File: config.mk
export PLATFORM = sky130hd
export DESIGN_NAME = keyed_watchdog
export DESIGN_NICKNAME = d
export VERILOG_FILES = /design/src/rtl/wdk_pkg.sv /design/src/rtl/wdk_keyseq.sv /design/src/rtl/wdk_cfg.sv /design/src/rtl/wdk_counter.sv /design/src/rtl/keyed_watchdog.sv
export SDC_FILE = /design/constraint.sdc
export NUM_CORES = 1
export LEC_CHECK = 0
export BUFFER_PORTS_ARGS = -buffer_cell sky130_fd_sc_hd__buf_4
export CAP_MARGIN = 25
export CORE_MARGIN = 1
export CORE_UTILIZATION = 55
export DETAILED_ROUTE_END_ITERATION = 10
export GPL_ROUTABILITY_DRIVEN = 0
export HOLD_SLACK_MARGIN = 0.12
export PLACE_DENSITY = 0.88
export SYNTH_ARGS = -nofsm -noshare
export SYNTH_HDL_FRONTEND = slang
export SYNTH_HIERARCHICAL = 1
export SYNTH_SLANG_ARGS = --single-unit
File: constraint.sdc
create_clock -name clk -period 2.6 [get_ports clk]
set_input_delay 0.52 -clock clk [delete_from_list [all_inputs] [get_ports clk]]
set_output_delay 0.52 -clock clk [all_outputs]
set_load 0.01 [all_outputs]
File: src/rtl/wdk_pkg.sv
package wdk_pkg;

    // register data width and register index values
    localparam int REG_W = 16;
    localparam logic [1:0] SEL_CTRL = 2'd0;
    localparam logic [1:0] SEL_KEY  = 2'd1;
    localparam logic [1:0] SEL_TOUT = 2'd2;
    localparam logic [1:0] SEL_WIN  = 2'd3;

    // key words
    localparam logic [15:0] KEY_REF_A = 16'hA602;
    localparam logic [15:0] KEY_REF_B = 16'hB480;
    localparam logic [15:0] KEY_UNL_A = 16'hC520;
    localparam logic [15:0] KEY_UNL_B = 16'hD928;

    // control/status bit positions
    localparam int BIT_UPD  = 5;
    localparam int BIT_EN   = 7;
    localparam int BIT_DONE = 10;
    localparam int BIT_OPEN = 11;

    typedef enum logic [1:0] {
        KS_IDLE,
        KS_REF_HALF,
        KS_UNL_HALF
    } key_state_e;

    typedef enum logic {
        CF_LOCKED,
        CF_OPEN
    } cfg_state_e;

    typedef enum logic {
        WD_RUN,
        WD_TRIPPED
    } wd_state_e;

endpackage

File: src/rtl/wdk_keyseq.sv
module wdk_keyseq
    import wdk_pkg::*;
#(
    parameter int KEY_GAP = 16
) (
    input  logic        clk,
    input  logic        rst_n,
    input  logic        key_wr,
    input  logic [15:0] key_word,
    output logic        refresh_ok,
    output logic        unlock_ok,
    output logic        key_fault
);

    localparam int GAP_W = $clog2(KEY_GAP + 1);

    key_state_e         state_q, state_d;
    logic [GAP_W-1:0]   gap_q, gap_d;
    logic               gap_expired;

    assign gap_expired = (gap_q == GAP_W'(KEY_GAP - 1));

    // state register
    always_ff @(posedge clk or negedge rst_n) begin
        if (!rst_n) begin
            state_q <= KS_IDLE;
            gap_q   <= '0;
        end else begin
            state_q <= state_d;
            gap_q   <= gap_d;
        end
    end

    // next state
    always_comb begin
        state_d = state_q;
        gap_d   = gap_q;
        unique case (state_q)
            KS_IDLE: begin
                gap_d = '0;
                if (key_wr && key_word == KEY_REF_A) begin
                    state_d = KS_REF_HALF;
                end else if (key_wr && key_word == KEY_UNL_A) begin
                    state_d = KS_UNL_HALF;
                end
            end
            KS_REF_HALF, KS_UNL_HALF: begin
                gap_d = gap_q + 1'b1;
                if (key_wr || gap_expired) begin
                    state_d = KS_IDLE;
                end
            end
            default: state_d = KS_IDLE;
        endcase
    end

    // outputs
    always_comb begin
        refresh_ok = 1'b0;
        unlock_ok  = 1'b0;
        key_fault  = 1'b0;
        unique case (state_q)
            KS_IDLE: ;
            KS_REF_HALF: begin
                if (key_wr) begin
                    if (key_word == KEY_REF_B) refresh_ok = 1'b1;
                    else                       key_fault  = 1'b1;
                end else if (gap_expired) begin
                    key_fault = 1'b1;
                end
            end
            KS_UNL_HALF: begin
                if (key_wr) begin
                    if (key_word == KEY_UNL_B) unlock_ok = 1'b1;
                    else                       key_fault = 1'b1;
                end else if (gap_expired) begin
                    key_fault = 1'b1;
                end
            end
            default: ;
        endcase
    end

endmodule

File: src/rtl/wdk_cfg.sv
module wdk_cfg
    import wdk_pkg::*;
#(
    parameter int          CNT_W    = 16,
    parameter int          OPEN_CYC = 128,
    parameter int unsigned TOUT_RST = 1024
) (
    input  logic             clk,
    input  logic             rst_n,
    input  logic             unlock_ok,
    input  logic             cfg_wr,
    input  logic [1:0]       cfg_sel,
    input  logic [REG_W-1:0] cfg_data,
    output logic             en,
    output logic             upd,
    output logic             done,
    output logic             open,
    output logic [CNT_W-1:0] timeout,
    output logic [CNT_W-1:0] window
);

    localparam int OPEN_W = $clog2(OPEN_CYC + 1);

    cfg_state_e        state_q, state_d;
    logic [OPEN_W-1:0] timer_q, timer_d;
    logic              permit;
    logic              accept;
    logic              unused_data_bits;

    assign permit           = !done || upd;
    assign unused_data_bits = ^cfg_data;

    // state register
    always_ff @(posedge clk or negedge rst_n) begin
        if (!rst_n) begin
            state_q <= CF_LOCKED;
            timer_q <= '0;
        end else begin
            state_q <= state_d;
            timer_q <= timer_d;
        end
    end

    // next state
    always_comb begin
        state_d = state_q;
        timer_d = timer_q;
        unique case (state_q)
            CF_LOCKED: begin
                timer_d = '0;
                if (unlock_ok && permit) state_d = CF_OPEN;
            end
            CF_OPEN: begin
                if (unlock_ok && permit) begin
                    timer_d = '0;
                end else if (timer_q == OPEN_W'(OPEN_CYC - 1)) begin
                    state_d = CF_LOCKED;
                    timer_d = '0;
                end else begin
                    timer_d = timer_q + 1'b1;
                end
            end
            default: state_d = CF_LOCKED;
        endcase
    end

    // outputs
    assign open   = (state_q == CF_OPEN);
    assign accept = open && cfg_wr;

    always_ff @(posedge clk or negedge rst_n) begin
        if (!rst_n) begin
            en      <= 1'b1;
            upd     <= 1'b0;
            done    <= 1'b0;
            timeout <= CNT_W'(TOUT_RST);
            window  <= '0;
        end else if (accept) begin
            done <= 1'b1;
            unique case (cfg_sel)
                SEL_CTRL: begin
                    en  <= cfg_data[BIT_EN];
                    upd <= cfg_data[BIT_UPD];
                end
                SEL_TOUT: timeout <= cfg_data[CNT_W-1:0];
                SEL_WIN:  window  <= cfg_data[CNT_W-1:0];
                default: ;
            endcase
        end
    end

endmodule

File: src/rtl/wdk_counter.sv
module wdk_counter
    import wdk_pkg::*;
#(
    parameter int CNT_W = 16
) (
    input  logic             clk,
    input  logic             rst_n,
    input  logic             en,
    input  logic [CNT_W-1:0] timeout,
    input  logic [CNT_W-1:0] window,
    input  logic             refresh_ok,
    input  logic             key_fault,
    output logic [CNT_W-1:0] count,
    output logic             tripped,
    output logic             rst_req
);

    wd_state_e        state_q, state_d;
    logic [CNT_W-1:0] count_q, count_d;
    logic             early;
    logic             expire;
    logic             fault;

    assign early  = refresh_ok && (window != '0) && (count_q < window);
    assign expire = en && (count_q == timeout);
    assign fault  = key_fault || early || expire;

    // state register
    always_ff @(posedge clk or negedge rst_n) begin
        if (!rst_n) begin
            state_q <= WD_RUN;
            count_q <= '0;
            rst_req <= 1'b0;
        end else begin
            state_q <= state_d;
            count_q <= count_d;
            rst_req <= (state_q == WD_RUN) && fault;
        end
    end

    // next state
    always_comb begin
        state_d = state_q;
        count_d = count_q;
        unique case (state_q)
            WD_RUN: begin
                if (fault)           state_d = WD_TRIPPED;
                else if (refresh_ok) count_d = '0;
                else if (en)         count_d = count_q + 1'b1;
            end
            WD_TRIPPED: ;
            default: state_d = WD_TRIPPED;
        endcase
    end

    // outputs
    assign count   = count_q;
    assign tripped = (state_q == WD_TRIPPED);

endmodule

File: src/rtl/keyed_watchdog.sv
module keyed_watchdog
    import wdk_pkg::*;
#(
    parameter int          CNT_W    = 16,
    parameter int          KEY_GAP  = 16,
    parameter int          OPEN_CYC = 128,
    parameter int unsigned TOUT_RST = 1024
) (
    input  logic             clk,
    input  logic             rst_n,
    input  logic             bus_wr,
    input  logic [1:0]       bus_sel,
    input  logic [REG_W-1:0] bus_wdata,
    output logic [REG_W-1:0] bus_rdata,
    output logic             rst_req
);

    logic             key_wr;
    logic             cfg_wr;
    logic             refresh_ok;
    logic             unlock_ok;
    logic             key_fault;
    logic             tripped;
    logic             cfg_en;
    logic             cfg_upd;
    logic             cfg_done;
    logic             cfg_open;
    logic [CNT_W-1:0] cfg_tout;
    logic [CNT_W-1:0] cfg_win;
    logic [CNT_W-1:0] cnt_val;

    assign key_wr = bus_wr && (bus_sel == SEL_KEY) && !tripped;
    assign cfg_wr = bus_wr && (bus_sel != SEL_KEY);

    wdk_keyseq #(.KEY_GAP(KEY_GAP)) i_keyseq (
        .clk        (clk),
        .rst_n      (rst_n),
        .key_wr     (key_wr),
        .key_word   (bus_wdata),
        .refresh_ok (refresh_ok),
        .unlock_ok  (unlock_ok),
        .key_fault  (key_fault)
    );

    wdk_cfg #(
        .CNT_W    (CNT_W),
        .OPEN_CYC (OPEN_CYC),
        .TOUT_RST (TOUT_RST)
    ) i_cfg (
        .clk       (clk),
        .rst_n     (rst_n),
        .unlock_ok (unlock_ok),
        .cfg_wr    (cfg_wr),
        .cfg_sel   (bus_sel),
        .cfg_data  (bus_wdata),
        .en        (cfg_en),
        .upd       (cfg_upd),
        .done      (cfg_done),
        .open      (cfg_open),
        .timeout   (cfg_tout),
        .window    (cfg_win)
    );

    wdk_counter #(.CNT_W(CNT_W)) i_counter (
        .clk        (clk),
        .rst_n      (rst_n),
        .en         (cfg_en),
        .timeout    (cfg_tout),
        .window     (cfg_win),
        .refresh_ok (refresh_ok),
        .key_fault  (key_fault),
        .count      (cnt_val),
        .tripped    (tripped),
        .rst_req    (rst_req)
    );

    // read mux
    always_comb begin
        bus_rdata = '0;
        unique case (bus_sel)
            SEL_CTRL: begin
                bus_rdata[BIT_EN]   = cfg_en;
                bus_rdata[BIT_UPD]  = cfg_upd;
                bus_rdata[BIT_DONE] = cfg_done;
                bus_rdata[BIT_OPEN] = cfg_open;
            end
            SEL_KEY:  bus_rdata = REG_W'(cnt_val);
            SEL_TOUT: bus_rdata = REG_W'(cfg_tout);
            SEL_WIN:  bus_rdata = REG_W'(cfg_win);
            default: ;
        endcase
    end

endmodule

==> reports/results.txt <==
Largest family of logic cells by synthesized area: simple AND/OR/NAND/NOR gates
Pwr Density: 527 nW/um^2
CTS H-Tree Depth: 3
M1 WL: 4700 um
Slowest-stage cell, CP: or4b_2
Register area share after synthesis: 38.3%
Root Driver: clkbuf_8
Total CTS buffers: 9
Nets: 527
Leading area contributor after synthesis: dfrtp_1
Synth Register Bits: 69
Clock latency on the worst-skew pair: 350 ps
Main synth FF type: dfrtp_1
CP Launch Type: primary input
Max-capacitance violation count: 0
Hpwl dp: 8010 um
Synth cell types: 63
DR vias: 3823
Worst Path Max Fanout: 6
Die ar.: 8570 um^2
DRC: 0
Post-DRT Antenna Nets: 0
Max Fclk: 403 MHz
Total congestion overflow: 0
ANT cells: 0
Relative slew slack: 40.0%
Arrival @ worst endpoint: 2750 ps
Top cells by area, synth: dfrtp_1 (37%), mux2_2 (10%), ha_1 (6.4%)
Fin crit period: 2480 ps
CP Class: primary input to register
Met2 wire len: 5650 um
Wirelength, routed: 11600 um
DR iter-0 viols: 308
Core Util, Final: 67.5%
Family with the most delay on the worst path: simple AND/OR/NAND/NOR gates
Starting Density: 57.5%
Number of synthesized flops with an enable pin: 0
Largest net degree at the start of global routing: 70
Adder-Cell Fraction of Synth Area: 6.38%
Die H: 92.6 um
Leak: 2.38 nW
Die width: 92.6 um
Total power: 2.79 mW
IO buf count: 37
Worst Reg-to-Reg Cells: 10
GRT Util Overall: 27.8%
Synth warn: 6
R2R Setup Slk: 120 ps
Slew @ Worst Pin: 900 ps
Syn_nets: 464
Status: complete, no violations
Final Hold Vio Count: 0
Via density per instance: 6.48
First-pass GRT wire length: 18300 um
Clock Sinks: 69
Footprint of the multi-input gates: 2610 um^2
Layout Skew: 13.6 ps
Routed wire per std cell: 19.6 um
CP max stage delay: 750 ps
WP buf/inv: 2
Compound-cell area share of the yosys netlist: 13.7%
Clock slew at reported path FFs: 80 ps
Post-Synth Simple-Gate Area: 18.2%
Longest Clk Path Bufs: 2
CP Capture Type: register
FF+latch area: 1730 um^2
Core ar.: 7850 um^2
Initial antenna violation count: 0
Max-slew violations: 0
Avg Cell Area, Syn: 10.7 um^2
Final setup fails: 0
Top-count cell post-synth: dfrtp_1
Worst-path cell chain: buf_4 -> or4b_2 -> o41ai_4 -> a21oi_2 -> nor2_2 -> o41ai_4 -> or2_1 -> buf_4 -> o211ai_1
Fill cells: 576
Synth async-reset ratio: 100%
Cells after synthesis: 420
Synth cell count leaders: dfrtp_1 (67), mux2_2 (42), inv_1 (27)
Data required, critical path: 2860 ps
Vias in the first global route: 3819
Top-area cell type share of the netlist area: 37.1%
IO Pins: 38
Setup_tns: 0 ps
Cell Area, Synth: 4510 um^2
Final period utilization: 95.5%
Proportion of layout cells with a drive suffix above 1: 33.2%
Layout area overhead: 17.4%
Min-Delay Path Class: primary input to asynchronous set/reset pin
TritonCTS clock tree: built
Row cnt: 32
Multiplexer share of the synthesized area: 14.7%
CP Depth: 9
Max IR drop VDD: 0.000550 V
Uppermost routed layer: met4
Xor/xnor share of the synthesized area: 3.69%
Pre-Repair DR Iteration Count: 5
Met3 wire length: 705 um
## report_power, final
group	internal [mW]	total, mW	switching [mW]
combinational	0.312	0.577	0.265
sequential	1.19	1.33	0.136
clock	0.448	0.890	0.442
## worst paths after layout
kind	from	to
worst max-delay path	bus_wdata[5]	i_counter/count[9]$_DFFE_PN0P_
worst min-delay path	rst_n	i_counter/count[6]$_DFFE_PN0P_
worst max register to register	i_counter/tripped$_DFF_PN0_	i_counter/count[9]$_DFFE_PN0P_
worst min register to register	i_keyseq/gap_q[3]$_DFFE_PN0P_	i_keyseq/gap_q[3]$_DFFE_PN0P_
max in group asynchronous	rst_n	i_counter/tripped$_DFF_PN0_
min in group clk	bus_wdata[6]	i_cfg/timeout[6]$_DFFE_PN0P_
## routing by layer
metal	GRT usage [%]	vias to the layer above
met5	0	-
met4	15.8	0
met3	4.11	40
met2	45.9	191
met1	34.8	1898
li1	-	1694
## through the flow
step,hold slack (ps),setup WS (ps),area [um^2],std cells
3_3_place_gp,464,-231,5040,571
5_1_grt,374,-68.8,5300,590
4_1_cts,320,19.8,5240,587
2_1_floorplan,224,-159,4540,420
6_report,296,116,5300,590
3_5_place_dp,466,-344,5040,571
## sequential cells by signal, summed over array words and instances (netlist names), 2 cells and up
register / count
i_keyseq/state_q: 2
i_cfg/timeout: 16
i_keyseq/gap_q: 5
i_counter/count: 16
i_cfg/window: 16
i_cfg/timer_q: 8
## cells by family (layout without fill, tap and decap cells)
kind of cell / count (synthesis) / after routing
AOI/OAI and AO/OA: 79 / 79
xor gates and xnor gates: 19 / 19
adders and majority gates: 23 / 23
buffers and inverters: 44 / 112
DFF: 69 / 69
muxes: 52 / 52
and+or+nand+nor: 134 / 134
## cell usage in the layout, fill, tap and decap left out, drive strengths merged, types with 11 or more instances in the layout
cell type / synthesis / routed
dfrtp: 67 / 67
nand4: 14 / 14
ha: 23 / 23
mux2: 47 / 47
nand2: 22 / 22
o211ai: 11 / 11
buf: 10 / 69
inv: 27 / 29
a22o: 12 / 12
o21ai: 26 / 26
nor2: 15 / 15
## what timing repair did
action,CTS,global route
endpoints found under the setup margin,0,16
hold buffers,0,0
gates resized for setup,0,7
setup buffers,0,3
## area by class of cell
type,instances,area share [%]
repair buffers,69,10.1
clock buffers,9,2.34
clock inverters,7,1.39
inverters,27,1.91
multi-input cells,307,49.2
well taps,102,2.41
flip-flops and latches,69,32.7
## worst reg2reg max path, cell delays in order (launching register included)
cell and delay (ps):
dfrtp_2 470, nor4bb_4 310, nand4_1 190, buf_4 190
o41ai_4 240, a21oi_2 120, nor2_2 150, o41ai_4 100
or2_1 280, buf_4 180, o211ai_1 170
(Power assumes the default switching activity.)
